**config.mk**
```make
export PLATFORM = sky130hd
export DESIGN_NAME = led_stagger_seq
export DESIGN_NICKNAME = d
export VERILOG_FILES = /design/src/rtl/lss_pkg.sv /design/src/rtl/lss_trigger.sv /design/src/rtl/lss_step_timer.sv /design/src/rtl/lss_drive_bank.sv /design/src/rtl/led_stagger_seq.sv
export SDC_FILE = /design/constraint.sdc
export NUM_CORES = 1
export LEC_CHECK = 0
export CAP_MARGIN = 20
export CORE_MARGIN = 2
export CORE_UTILIZATION = 30
export DETAILED_ROUTE_END_ITERATION = 10
export GPL_ROUTABILITY_DRIVEN = 0
export PLACE_DENSITY = 0.57
export SKIP_LAST_GASP = 1
export SLEW_MARGIN = 25
export SYNTH_ARGS = -nofsm -noshare
export SYNTH_HDL_FRONTEND = slang
export SYNTH_SLANG_ARGS = --single-unit
```
**constraint.sdc**
```tcl
create_clock -name clk -period 3.61 [get_ports clk]
set_input_delay 0.5415 -clock clk [delete_from_list [all_inputs] [get_ports clk]]
set_output_delay 0.5415 -clock clk [all_outputs]
set_load 0.1 [all_outputs]
```
**src/rtl/lss_pkg.sv**
```systemverilog
`timescale 1ns/1ps
package lss_pkg;

   // Control pin levels as sampled on one timing-clock edge.
   typedef struct packed {
      logic oe_n;
      logic le;
      logic sck;
   } pin_sample_t;

   // Converts the stagger step from picoseconds to whole clock cycles.
   function automatic int step_cycles(input int step_ps, input int clk_ps);
      return step_ps / clk_ps;
   endfunction

endpackage

```
**src/rtl/lss_trigger.sv**
```systemverilog
`timescale 1ns/1ps
module lss_trigger (
   input  logic clk,
   input  logic rst_n,
   input  lss_pkg::pin_sample_t pins,
   output logic fire,
   output logic blank
);
   lss_pkg::pin_sample_t prev_q;

   always_ff @(posedge clk) begin
      if (!rst_n) begin
         prev_q.oe_n <= 1'b1;
         prev_q.le   <= 1'b0;
         prev_q.sck  <= 1'b0;
      end else begin
         prev_q <= pins;
      end
   end

   logic oe_fall, le_rise, sck_bypass;
   assign oe_fall    = prev_q.oe_n;
   assign le_rise    = pins.le && !prev_q.le;
   assign sck_bypass = pins.le && pins.sck && !prev_q.sck;

   assign fire  = !pins.oe_n && (oe_fall || le_rise || sck_bypass);
   assign blank = pins.oe_n;

   // no ripple can start while outputs are disabled
   assert_fire_gated_R11: assert property (@(posedge clk) disable iff (!rst_n)
      fire |-> !pins.oe_n);
endmodule

```
**src/rtl/lss_step_timer.sv**
```systemverilog
`timescale 1ns/1ps
module lss_step_timer #(
   parameter int CHANNELS = 16,
   parameter int STEP_CYC = 1
) (
   input  logic                clk,
   input  logic                rst_n,
   input  logic                start,
   input  logic                cancel,
   output logic                busy,
   output logic [CHANNELS-1:0] fire_sel
);
   localparam int IDX_W = $clog2(CHANNELS);
   localparam logic [IDX_W-1:0] LAST = IDX_W'(CHANNELS - 1);

   logic [IDX_W-1:0] idx_q;
   logic             tick;

   generate
      if (STEP_CYC == 1) begin : g_nodiv
         assign tick = busy;
      end else begin : g_div
         localparam int CNT_W = $clog2(STEP_CYC);
         localparam logic [CNT_W-1:0] CNT_END = CNT_W'(STEP_CYC - 1);
         logic [CNT_W-1:0] cnt_q;
         always_ff @(posedge clk) begin
            if (!rst_n || start || cancel || !busy) cnt_q <= '0;
            else if (cnt_q == CNT_END)              cnt_q <= '0;
            else                                    cnt_q <= cnt_q + CNT_W'(1);
         end
         assign tick = busy && (cnt_q == CNT_END);
      end
   endgenerate

   always_ff @(posedge clk) begin
      if (!rst_n || cancel) begin
         busy  <= 1'b0;
         idx_q <= '0;
      end else if (start) begin
         busy  <= 1'b1;
         idx_q <= IDX_W'(1);
      end else if (tick) begin
         if (idx_q == LAST) busy  <= 1'b0;
         else               idx_q <= idx_q + IDX_W'(1);
      end
   end

   generate
      for (genvar k = 0; k < CHANNELS; k++) begin : g_sel
         if (k == 0) begin : g_first
            assign fire_sel[k] = start;
         end else begin : g_rest
            assign fire_sel[k] = tick && !start && (idx_q == IDX_W'(k));
         end
      end
   endgenerate

   // at most one channel is loaded per edge
   assert_sel_onehot_R5: assert property (@(posedge clk) disable iff (!rst_n)
      $onehot0(fire_sel));
   // the walking index stays inside channels 1..N-1
   assert_idx_range_R5: assert property (@(posedge clk) disable iff (!rst_n)
      busy |-> (idx_q >= IDX_W'(1) && idx_q <= LAST));
   // a trigger raises busy on the next edge
   assert_start_busy_R9: assert property (@(posedge clk) disable iff (!rst_n)
      (start && !cancel) |=> busy);
   // cancel drops busy on the next edge
   assert_cancel_idle_R8: assert property (@(posedge clk) disable iff (!rst_n)
      cancel |=> !busy);
endmodule

```
**src/rtl/lss_drive_bank.sv**
```systemverilog
`timescale 1ns/1ps
module lss_drive_bank #(
   parameter int CHANNELS = 16
) (
   input  logic                clk,
   input  logic                rst_n,
   input  logic                blank,
   input  logic                start,
   input  logic [CHANNELS-1:0] pattern,
   input  logic [CHANNELS-1:0] fire_sel,
   output logic [CHANNELS-1:0] drive
);
   logic [CHANNELS-1:1] snap_q;

   always_ff @(posedge clk) begin
      if (!rst_n)     snap_q <= '0;
      else if (start) snap_q <= pattern[CHANNELS-1:1];
   end

   generate
      for (genvar k = 0; k < CHANNELS; k++) begin : g_ch
         logic q;
         logic nxt;
         if (k == 0) begin : g_live
            assign nxt = pattern[0];
         end else begin : g_snap
            assign nxt = snap_q[k];
         end
         always_ff @(posedge clk) begin
            if (!rst_n || blank)  q <= 1'b0;
            else if (fire_sel[k]) q <= nxt;
         end
         assign drive[k] = q;
      end
   endgenerate

   // blanking clears every line on the next edge
   assert_blank_clear_R8: assert property (@(posedge clk) disable iff (!rst_n)
      blank |=> (drive == '0));
   // channel 0 follows the live pattern on the trigger edge
   assert_ch0_live_R2: assert property (@(posedge clk) disable iff (!rst_n)
      (start && !blank) |=> (drive[0] == $past(pattern[0])));
endmodule

```
**src/rtl/led_stagger_seq.sv**
```systemverilog
`timescale 1ns/1ps
module led_stagger_seq #(
   parameter int CHANNELS      = 16,
   parameter int CLK_PERIOD_PS = 20000,
   parameter int STEP_PS       = 20000
) (
   input  logic                clk,
   input  logic                rst_n,
   input  logic                out_en_n,
   input  logic                latch_en,
   input  logic                shift_clk,
   input  logic [CHANNELS-1:0] pattern,
   output logic [CHANNELS-1:0] drive,
   output logic                busy
);
   localparam int STEP_CYC = lss_pkg::step_cycles(STEP_PS, CLK_PERIOD_PS);

   initial begin
      assert_cfg_channels: assert (CHANNELS >= 2)
         else $error("CHANNELS must be at least 2");
      assert_cfg_step: assert (STEP_CYC >= 1 && (STEP_PS % CLK_PERIOD_PS) == 0)
         else $error("STEP_PS must be a whole positive multiple of CLK_PERIOD_PS");
   end

   lss_pkg::pin_sample_t pins;
   logic fire, blank;
   logic [CHANNELS-1:0] fire_sel;

   assign pins.oe_n = out_en_n;
   assign pins.le   = latch_en;
   assign pins.sck  = shift_clk;

   lss_trigger trig_i (
      .clk   (clk),
      .rst_n (rst_n),
      .pins  (pins),
      .fire  (fire),
      .blank (blank)
   );

   lss_step_timer #(.CHANNELS(CHANNELS), .STEP_CYC(STEP_CYC)) timer_i (
      .clk      (clk),
      .rst_n    (rst_n),
      .start    (fire),
      .cancel   (blank),
      .busy     (busy),
      .fire_sel (fire_sel)
   );

   lss_drive_bank #(.CHANNELS(CHANNELS)) bank_i (
      .clk      (clk),
      .rst_n    (rst_n),
      .blank    (blank),
      .start    (fire),
      .pattern  (pattern),
      .fire_sel (fire_sel),
      .drive    (drive)
   );

   // outputs hold when idle and untriggered
   assert_idle_hold_R10: assert property (@(posedge clk) disable iff (!rst_n)
      (!fire && !busy && !out_en_n) |=> $stable(drive));
   // reset leaves the block idle and dark
   assert_reset_state_R1: assert property (@(posedge clk)
      !rst_n |=> (drive == '0 && !busy));
endmodule

```
==> flow_metrics.py, run 1 <==
metrics = {
    "synthesis": {
        "synth_cell_type_count": 31,
        "yosysMostFrequentCell": "dfxtp_1",
        "netlist_top_cells_area": "dfxtp_1, nand2_1, buf_4",
        "ys_warn_count": 0,
        "synth_mux_area_share_pct": 1.11,
        "yosys_most_used_dff": "dfxtp_1",
        "synth_xor_area_share_pct": 0.970,
        "synth_compound_area_share_pct": 19.8,
        "syn-num-nets": 240,
        "synth_top_family_by_area": "simple AND/OR/NAND/NOR gates",
        "synthCells": 215,
        "syn_area_um2": 1810,
        "ys_ff_latch": 39,
        "synth_simple_gate_area_share_pct": 20.9,
        "synth_adder_area_share_pct": 2.77,
        "synth-edff-count": 0,
        "avgSynthCellArea_um2": 8.40,
        "synth.top_cells.by_count": "dfxtp_1, nand2_1, a21oi_1, nand3_1, buf_4",
        "synth_top_area_share_pct": 43.2,
        "synth_top_area_cell": "dfxtp_1",
        "synthArstFlopShare_pct": 0,
        "ys_seq_area_share_pct": 43.2,
    },
    "sta": {
        "finalWorstSetupSlack_ps": 1150,
        "finalSetupViolCount": 0,
        "fin_crit_ps": 2460,
        "min_period_over_period_pct": 68.1,
        "worst_pin_slew_ps": 976,
        "rsz0062_at_grt": "no",
        "setup_tns_ps": 0,
        "fmax_ghz": 0.407,
        "drv_slew": 0,
        "finClkSkew_ps": 10.3,
        "hold_viol": 0,
        "relSlewSlack_pct": 34.7,
    },
    "job": {
        "drv_cap": 0,
    },
    "final_layout": {
        "insertedDiodeCount": 0,
        "fin_nets": 257,
        "fillers": 615,
        "synthToLayoutAreaGrowth_pct": 23.6,
        "drive_gt1_share_pct": 6.44,
        "final_cells": 308,
    },
    "worst_setup_path": {
        "arrival_ps": 1920,
        "crit_fanout": 8,
        "required_ps": 3070,
        "crit_buf_inv": 1,
        "path_cells": "clkdlybuf4s50_1",
        "worst_path_largest_cell_delay_ps": 1180,
        "critPathLaunchType": "flop",
        "crit_slowest_cell": "clkdlybuf4s50_1",
        "crit_family": "buffers and inverters",
        "crit_type": "flop to output port",
        "setup.worst_path.end_class": "output port",
    },
    "floorplan": {
        "dieHeight_um": 81.6,
        "die_width_um": 81.6,
        "core.rowCount": 28,
        "initial_core_util_pct": 30.9,
        "io_pins": 38,
        "core_area_um2": 5850,
        "dieArea_um2": 6650,
    },
    "clock_tree": {
        "cts-root-buf": "clkbuf_8",
        "cts_resized": 0,
        "cts.path.max_buffers": 2,
        "clk_latency_ps": 290,
        "cts_tree": "yes",
        "clk_pin_slew_worst_paths_ps": 70,
        "ctsHtreeMaxLevel": 2,
        "cts_sinks": 39,
        "postCtsSetupBuffers": 0,
        "cts_buffers": 5,
        "hold_buffers": 0,
    },
    "global_routing": {
        "antenna_found_initial": 0,
        "grt_pass1_wl_um": 5930,
        "grt-ovfl-total": 0,
        "grt_pass1_vias": 1222,
        "grt_use_total_pct": 11.7,
        "grt_max_degree": 31,
    },
    "placement": {
        "dp_slack_ps": 1460,
        "port-buffer-count": 37,
        "place_inst": 300,
        "hpwl_um": 2530,
    },
    "route": {
        "ant_nets": 0,
        "via_per_inst": 4.64,
        "post_drt_wl_per_cell_um": 12.0,
        "drtIter0Drc": 127,
        "routed_wl_um": 3690,
        "vias": 1430,
        "first_pass_iters": 4,
        "drc": 0,
    },
    "power_and_ir_drop": {
        "pwr_density_cell_nw_per_um2": 432,
        "power_leakage_nw": 0.765,
        "irDropWorstVdd_mv": 0.235,
    },
    "outcome": {
        "status": "finished, final reports clean",
    },
    "min_path": {
        "hold_class": "flop to flop",
    },
}
-- routing by layer --
layer	wire, um	share of wire (%)	vias up	GRT usage (%)
li1	-	-	749	-
met1	1800	49	645	15.6
met2	1650	45	34	18.0
met3	229	6.2	2	3.30
met4	14	0.38	0	4.50
met5	0	0	-	0
-- logic make-up (layout without fill, tap and decap cells) --
kind of cell | count (synthesis) | count (layout)
compound gates | 53 | 53
xor+xnor | 2 | 2
fa+ha+maj | 4 | 4
buf+inv | 32 | 50
flops | 39 | 39
mux | 2 | 2
simple gates | 83 | 83
-- final cells by class --
type	instances	area (um2)	area share, %
inverter	3	11.3	0.505
tap	75	93.8	4.21
multi-input combinational	144	827	37.1
sequential	39	781	35.0
timing repair buffer	39	385	17.3
clock buffer	6	72.6	3.25
clock inverter	2	60.1	2.69
-- layout by cell type (no fill, tap or decap), drive strengths merged --
master	n
o31ai	15
xor2	1
o21a	1
dfxtp	39
xnor2	1
nor2	15
nor3	2
o21ba	1
a21o	1
o21ai	1
buf	2
nor2b	1
nand2	38
and2	2
nor4	1
nand2b	4
nand3	17
and2b	1
a21boi	15
a21oi	19
and3	1
clkdlybuf4s50	37
bufinv	2
ha	4
inv	3
mux2i	2
or2	1
clkbuf	6
-- sequential cells by signal, summed over array words and instances (netlist names) --
register and flops:
bank_i.g_ch.q 16, bank_i.snap_q 15, timer_i.idx_q 4, trig_i.prev_q 2
timer_i.busy 1, trig_i.oe_fall 1
-- worst min-delay path, delay by kind of cell, from the launching register on --
| kind | cells | cell delay (ps) |
|---|---|---|
| AND/OR/NAND/NOR | 1 | 50 |
| flip-flops | 1 | 310 |
| AO/OA/AOI/OAI | 1 | 50 |
-- metrics by stage --
step	hold slack [ps]	util, %	cell area, um2	total power, mW
floorplan	435	-	1810	0.516
global placement	443	35.9	2100	0.550
detailed placement	446	35.9	2100	0.550
CTS	457	38.1	2230	0.981
global route	473	38.1	2230	1.01
finish	454	38.1	2230	0.964
-- power by group --
group	leakage [nW]	switching (mW)	internal, mW
logic	0.381	0.0468	0.0393
clock network	0.0654	0.150	0.276
registers	0.318	0.00803	0.444
-- final timing paths --
kind,from,endpoint,slack [ps],cells after the start
hold / removal,bank_i.snap_q[2],bank_i.snap_q[2],450,2
setup / recovery,timer_i.busy,busy,1150,1
setup reg to reg,timer_i.idx_q[0],bank_i.g_ch[14].q,2240,5
hold reg to reg,bank_i.snap_q[2],bank_i.snap_q[2],450,2
No activity file was read; power rests on OpenSTA's default activity.
==> run 2, diff against run 1 <==
Settings changed: PLACE_DENSITY 0.57 to 0.59.
Clock period 3.61 ns to 2.2 ns, I/O delays scaled along.
==> run 2 against run 1 <==
Against the previous run: register-to-register slack worse by 1400 ps; via count up 0.42%; first-iteration DRC count down 57%; cell count unchanged; combinational power up 66%; count of clock-buffer cells in the layout down 1; sequential cell count unchanged; clock skew down 4.6 ps; clock power up 68%; non-clock buffer count unchanged; critical path type is now primary input to flop; largest cell class unchanged.
==> flow_metrics.py, run 2 (synthesis results as in run 1) <==
metrics = {
    "global_routing": {
        "grt_use_total_pct": 12.2,
        "antenna_found_initial": 0,
        "grt_pass1_wl_um": 6090,
        "grt_pass1_vias": 1259,
        "grt-ovfl-total": 0,
        "grt_max_degree": 31,
    },
    "worst_setup_path": {
        "worst_path_largest_cell_delay_ps": 460,
        "arrival_ps": 1720,
        "crit_fanout": 30,
        "cp.depth": 5,
        "critPathLaunch": "shift_clk",
        "path_cells": "clkdlybuf4s50_1 -> nor2b_1 -> o21a_4 -> o31ai_1 -> a21oi_1",
        "crit_buf_inv": 1,
        "required_ps": 2420,
        "crit_path_end": "bank_i.g_ch[14].q",
        "crit_slowest_cell": "clkdlybuf4s50_1",
        "critPathLaunchType": "primary input",
        "r2r_setup_slack_ps": 840,
        "setup.worst_path.end_class": "flop",
        "crit_family": "compound AO/OA/AOI/OAI gates",
        "crit_type": "primary input to flop",
        "regToRegEndpoint": "bank_i.g_ch[13].q",
        "timing.rr.start": "timer_i.idx_q[1]",
        "worstRegToRegCells": 5,
    },
    "clock_tree": {
        "cts_sinks": 39,
        "hold_buffers": 0,
        "cts.path.max_buffers": 2,
        "postCtsSetupBuffers": 0,
        "clk_latency_ps": 290,
        "cts_tree": "yes",
        "cts_buffers": 5,
        "ctsHtreeMaxLevel": 2,
        "cts-root-buf": "clkbuf_8",
        "clk_pin_slew_worst_paths_ps": 70,
        "cts_resized": 0,
    },
    "final_layout": {
        "synthToLayoutAreaGrowth_pct": 21.4,
        "most-common-layout-cells": "dfxtp_1, nand2_1, clkdlybuf4s50_1, a21oi_1, buf_4",
        "top_register": "bank_i.g_ch.q",
        "reg_top3": "bank_i.g_ch.q: 16 flops, bank_i.snap_q: 15 flops, timer_i.idx_q: 4 flops",
        "fin_nets": 257,
        "largest_register_ffs": 16,
        "mostFrequentLayoutCell": "dfxtp_1",
        "drive_gt1_share_pct": 14.2,
        "insertedDiodeCount": 0,
        "fillers": 618,
        "postLayoutCoreUtil_pct": 37.5,
    },
    "placement": {
        "port-buffer-count": 37,
        "hpwl_um": 2640,
    },
    "floorplan": {
        "core_area_um2": 5850,
        "dieHeight_um": 81.6,
        "initial_core_util_pct": 30.9,
        "core.rowCount": 28,
        "io_pins": 38,
        "die_width_um": 81.6,
        "dieArea_um2": 6650,
    },
    "sta": {
        "setup_tns_ps": 0,
        "timing.hold.ws_ps": 455,
        "finalSetupViolCount": 0,
        "drv_slew": 0,
        "finClkSkew_ps": 5.72,
        "rsz0062_at_grt": "no",
        "fin_crit_ps": 1500,
        "min_period_over_period_pct": 68.2,
        "relSlewSlack_pct": 73.4,
        "worst_pin_slew_ps": 398,
        "hold_viol": 0,
        "fmax_ghz": 0.666,
    },
    "min_path": {
        "hold_class": "flop to flop",
    },
    "power_and_ir_drop": {
        "irDropWorstVdd_mv": 0.367,
        "pwr_density_cell_nw_per_um2": 730,
        "power_leakage_nw": 0.798,
    },
    "outcome": {
        "status": "finished, final reports clean",
    },
    "route": {
        "drc": 0,
        "routed_wl_um": 3890,
        "vias": 1436,
        "post_drt_wl_per_cell_um": 12.6,
        "drtIter0Drc": 55,
        "via_per_inst": 4.66,
        "ant_nets": 0,
        "first_pass_iters": 4,
    },
    "job": {
        "drv_cap": 0,
    },
}
[run 2: cell count changes in the layout (fill, tap and decap cells not counted)]
cell	previous run	this run
buf_4	2	19
clkdlybuf4s50_1	37	20
clkbuf_1	1	0
clkinvlp_4	0	1
[run 2: final cells by class]
| class | count | area, um2 | area share (%) |
|---|---|---|---|
| clock buffer | 5 | 68.8 | 3.14 |
| clock inverter | 3 | 67.6 | 3.08 |
| inverter | 3 | 11.3 | 0.514 |
| multi-input combinational | 144 | 827 | 37.7 |
| sequential | 39 | 781 | 35.6 |
| tap | 75 | 93.8 | 4.28 |
| timing repair buffer | 39 | 343 | 15.6 |
[run 2: worst reg2reg max path, cell delays in order, from the launching register on]
cell	delay [ps]
dfxtp_1	350
inv_1	90
ha_1	140
nand2_1	240
o31ai_1	320
a21oi_1	90
[run 2: worst min-delay path by stage]
stage	from	end	slack [ps]	cells after the start
2_1_floorplan	bank_i.snap_q[10]	bank_i.snap_q[10]	440	2
3_3_place_gp	bank_i.snap_q[11]	bank_i.snap_q[11]	440	2
3_5_place_dp	bank_i.snap_q[13]	bank_i.snap_q[13]	450	2
4_1_cts	bank_i.snap_q[13]	bank_i.snap_q[13]	460	2
5_1_grt	bank_i.snap_q[15]	bank_i.snap_q[15]	470	2
6_report	bank_i.snap_q[13]	bank_i.snap_q[13]	450	2
[run 2: metal layers]
metal | global-route usage, % | wire (um) | vias to the layer above | part of all wire (%)
met3 | 4.18 | 248 | 6 | 6.4
met2 | 19.1 | 1740 | 37 | 45
li1 | - | - | 745 | -
met4 | 4.50 | 52 | 0 | 1.3
met5 | 0 | 0 | - | 0
met1 | 15.6 | 1850 | 648 | 48
[run 2: report_power, final]
group          switching [mW]  internal (mW)  leakage (nW)
sequential             0.0143          0.728         0.318
combinational          0.0790         0.0639         0.415
clock                   0.263          0.452        0.0644
total                   0.356           1.24         0.798
[run 2: per-stage QoR]
step           instance area, um2  total power, mW  setup WS [ps]  instances
2_1_floorplan                1810            0.847            379        215
3_3_place_gp                 2060            0.902            405        300
3_5_place_dp                 2060            0.904            376        300
4_1_cts                      2190             1.62            689        308
5_1_grt                      2190             1.67            571        308
6_report                     2190             1.60            699        308
==> run 3, diff against run 2 <==
Clock period 2.2 ns to 1.33 ns, I/O delays scaled along.
==> run 3 against run 2 <==
Against the previous run: total power up 53%; clock skew up 2.3 ps; highest routed layer unchanged; largest cell class unchanged; critical path depth up 1; setup slack worse by 680 ps.
==> flow_metrics.py, run 3 (synthesis results as in run 1) <==
metrics = {
    "clock_tree": {
        "clk_latency_ps": 290,
        "cts_sinks": 39,
        "cts.path.max_buffers": 2,
        "ctsHtreeMaxLevel": 2,
        "cts_tree": "yes",
        "cts_buffers": 5,
        "clk_pin_slew_worst_paths_ps": 80,
        "cts-root-buf": "clkbuf_8",
        "hold_buffers": 0,
    },
    "final_layout": {
        "fin_area_um2": 2660,
        "multi_input_area_um2": 961,
        "register_area_um2": 788,
        "drive_gt1_share_pct": 28.4,
        "fillers": 555,
        "insertedDiodeCount": 0,
        "synthToLayoutAreaGrowth_pct": 47.2,
        "postLayoutCoreUtil_pct": 45.4,
        "top_register": "bank_i.g_ch.q",
        "mostFrequentLayoutCell": "dfxtp_1",
        "fin_nets": 267,
        "most-common-layout-cells": "dfxtp_1, nand2_1, buf_12, clkdlybuf4s50_1, a21oi_1",
        "reg_top3": "bank_i.g_ch.q: 16 flops, bank_i.snap_q: 15 flops, timer_i.idx_q: 4 flops",
        "largest_register_ffs": 16,
    },
    "sta": {
        "finalSetupViolCount": 0,
        "setup_tns_ps": 0,
        "min_period_over_period_pct": 99.0,
        "finalWorstSetupSlack_ps": 13.9,
        "relSlewSlack_pct": 73.4,
        "finClkSkew_ps": 7.98,
        "fin_crit_ps": 1320,
        "rsz0062_at_grt": "yes",
        "drv_slew": 0,
        "hold_viol": 0,
        "fmax_ghz": 0.760,
        "worst_pin_slew_ps": 399,
    },
    "route": {
        "routed_wl_um": 4120,
        "drtIter0Drc": 63,
        "drc": 0,
        "via_per_inst": 4.71,
        "first_pass_iters": 4,
        "ant_nets": 0,
        "post_drt_wl_per_cell_um": 12.9,
        "vias": 1498,
    },
    "worst_setup_path": {
        "path_cells": "clkdlybuf4s50_1 -> o21ba_2 -> o21a_4 -> buf_12 -> o31ai_2 -> a21oi_1",
        "worst_path_largest_cell_delay_ps": 410,
        "crit_type": "primary input to flop",
        "setup.worst_path.end_class": "flop",
        "crit_family": "compound AO/OA/AOI/OAI gates",
        "critPathLaunchType": "primary input",
        "crit_buf_inv": 2,
        "crit_fanout": 16,
        "crit_slowest_cell": "clkdlybuf4s50_1",
        "required_ps": 1510,
        "arrival_ps": 1490,
    },
    "floorplan": {
        "dieArea_um2": 6650,
        "core.rowCount": 28,
        "dieHeight_um": 81.6,
        "initial_core_util_pct": 30.9,
        "io_pins": 38,
        "core_area_um2": 5850,
        "die_width_um": 81.6,
    },
    "power_and_ir_drop": {
        "swShare_pct": 24.7,
        "internal_power_mw": 1.85,
        "pwr_density_cell_nw_per_um2": 923,
        "p_sw_uw": 606,
        "power_frac_seq_pct": 50.2,
        "irDropWorstVdd_mv": 0.558,
        "p_comb_share_pct": 12.7,
        "p_clk_share_pct": 37.1,
        "power_leakage_nw": 0.949,
    },
    "global_routing": {
        "grt_max_degree": 31,
        "antenna_found_initial": 0,
        "grt_pass1_wl_um": 6360,
        "grt-ovfl-total": 0,
        "grt_use_total_pct": 12.6,
        "grt_pass1_vias": 1344,
    },
    "placement": {
        "dp_slack_ps": -337,
        "port-buffer-count": 37,
        "hpwl_um": 2820,
        "placed_area_um2": 2400,
    },
    "job": {
        "drv_cap": 0,
    },
    "min_path": {
        "hold_class": "primary input to flop",
    },
    "outcome": {
        "status": "finished, final reports clean",
    },
}
==> run 3: changes by cell type in the layout (fill, tap and decap cells not counted), sizes merged <==
cell,previous run,this run
clkbuf,5,6
clkinvlp,1,0
dlymetal6s2s,0,1
bufinv,2,0
clkinv,0,2
buf,19,29
clkdlybuf4s50,20,19
==> run 3: final timing paths <==
kind	to	cells after the start	slack (ps)	startpoint
max	bank_i.g_ch[4].q	6	10	latch_en
min	trig_i.prev_q[0]	2	180	shift_clk
max reg2reg	bank_i.g_ch[4].q	5	20	trig_i.oe_fall
min reg2reg	bank_i.snap_q[5]	2	460	bank_i.snap_q[5]
==> run 3: cell type report <==
| type | count | area share, % |
|---|---|---|
| Clock inverter | 2 | 0.518 |
| Inverter | 3 | 0.424 |
| Clock buffer | 6 | 3.53 |
| Tap cell | 75 | 3.53 |
| Timing Repair Buffer | 49 | 26.2 |
| Sequential cell | 39 | 29.7 |
| Multi-Input combinational cell | 144 | 36.2 |
==> run 3: power by group through the flow <==
stage,logic [mW],registers (mW),clock network (mW)
detailed placement,0.297,1.25,0
global route,0.336,1.24,0.971
floorplan,0.142,1.26,0
global placement,0.295,1.25,0
finish,0.311,1.23,0.911
CTS,0.301,1.23,0.931
==> run 3: metal layers <==
metal,up-vias,global-route usage [%],part of all wire (%)
met2,29,19.7,48
li1,771,-,-
met3,7,3.19,3.1
met5,-,0,0
met4,0,5.50,2.2
met1,691,16.3,47
==> run 3: worst reg2reg max path: cells and delay by family, from the launching register on <==
| family | cells | cell delay [ps] |
|---|---|---|
| buffers and inverters | 1 | 150 |
| DFF | 1 | 330 |
| and+or+nand+nor | 1 | 140 |
| AOI/OAI and AO/OA | 3 | 570 |
==> run 3: metrics by stage <==
stage | std cells | power [mW] | hold slack, ps
after detailed placement | 309 | 1.55 | 448
after CTS | 317 | 2.46 | 452
after global placement | 309 | 1.55 | 441
after floorplan | 215 | 1.40 | 321
after global routing | 318 | 2.54 | 178
final | 318 | 2.45 | 177
==> run 3: repair_timing <==
item	CTS	global route
resized for setup	6	26
cloned	0	0
setup endpoints to repair	7	22
pin swaps	0	2
setup buffers	0	1
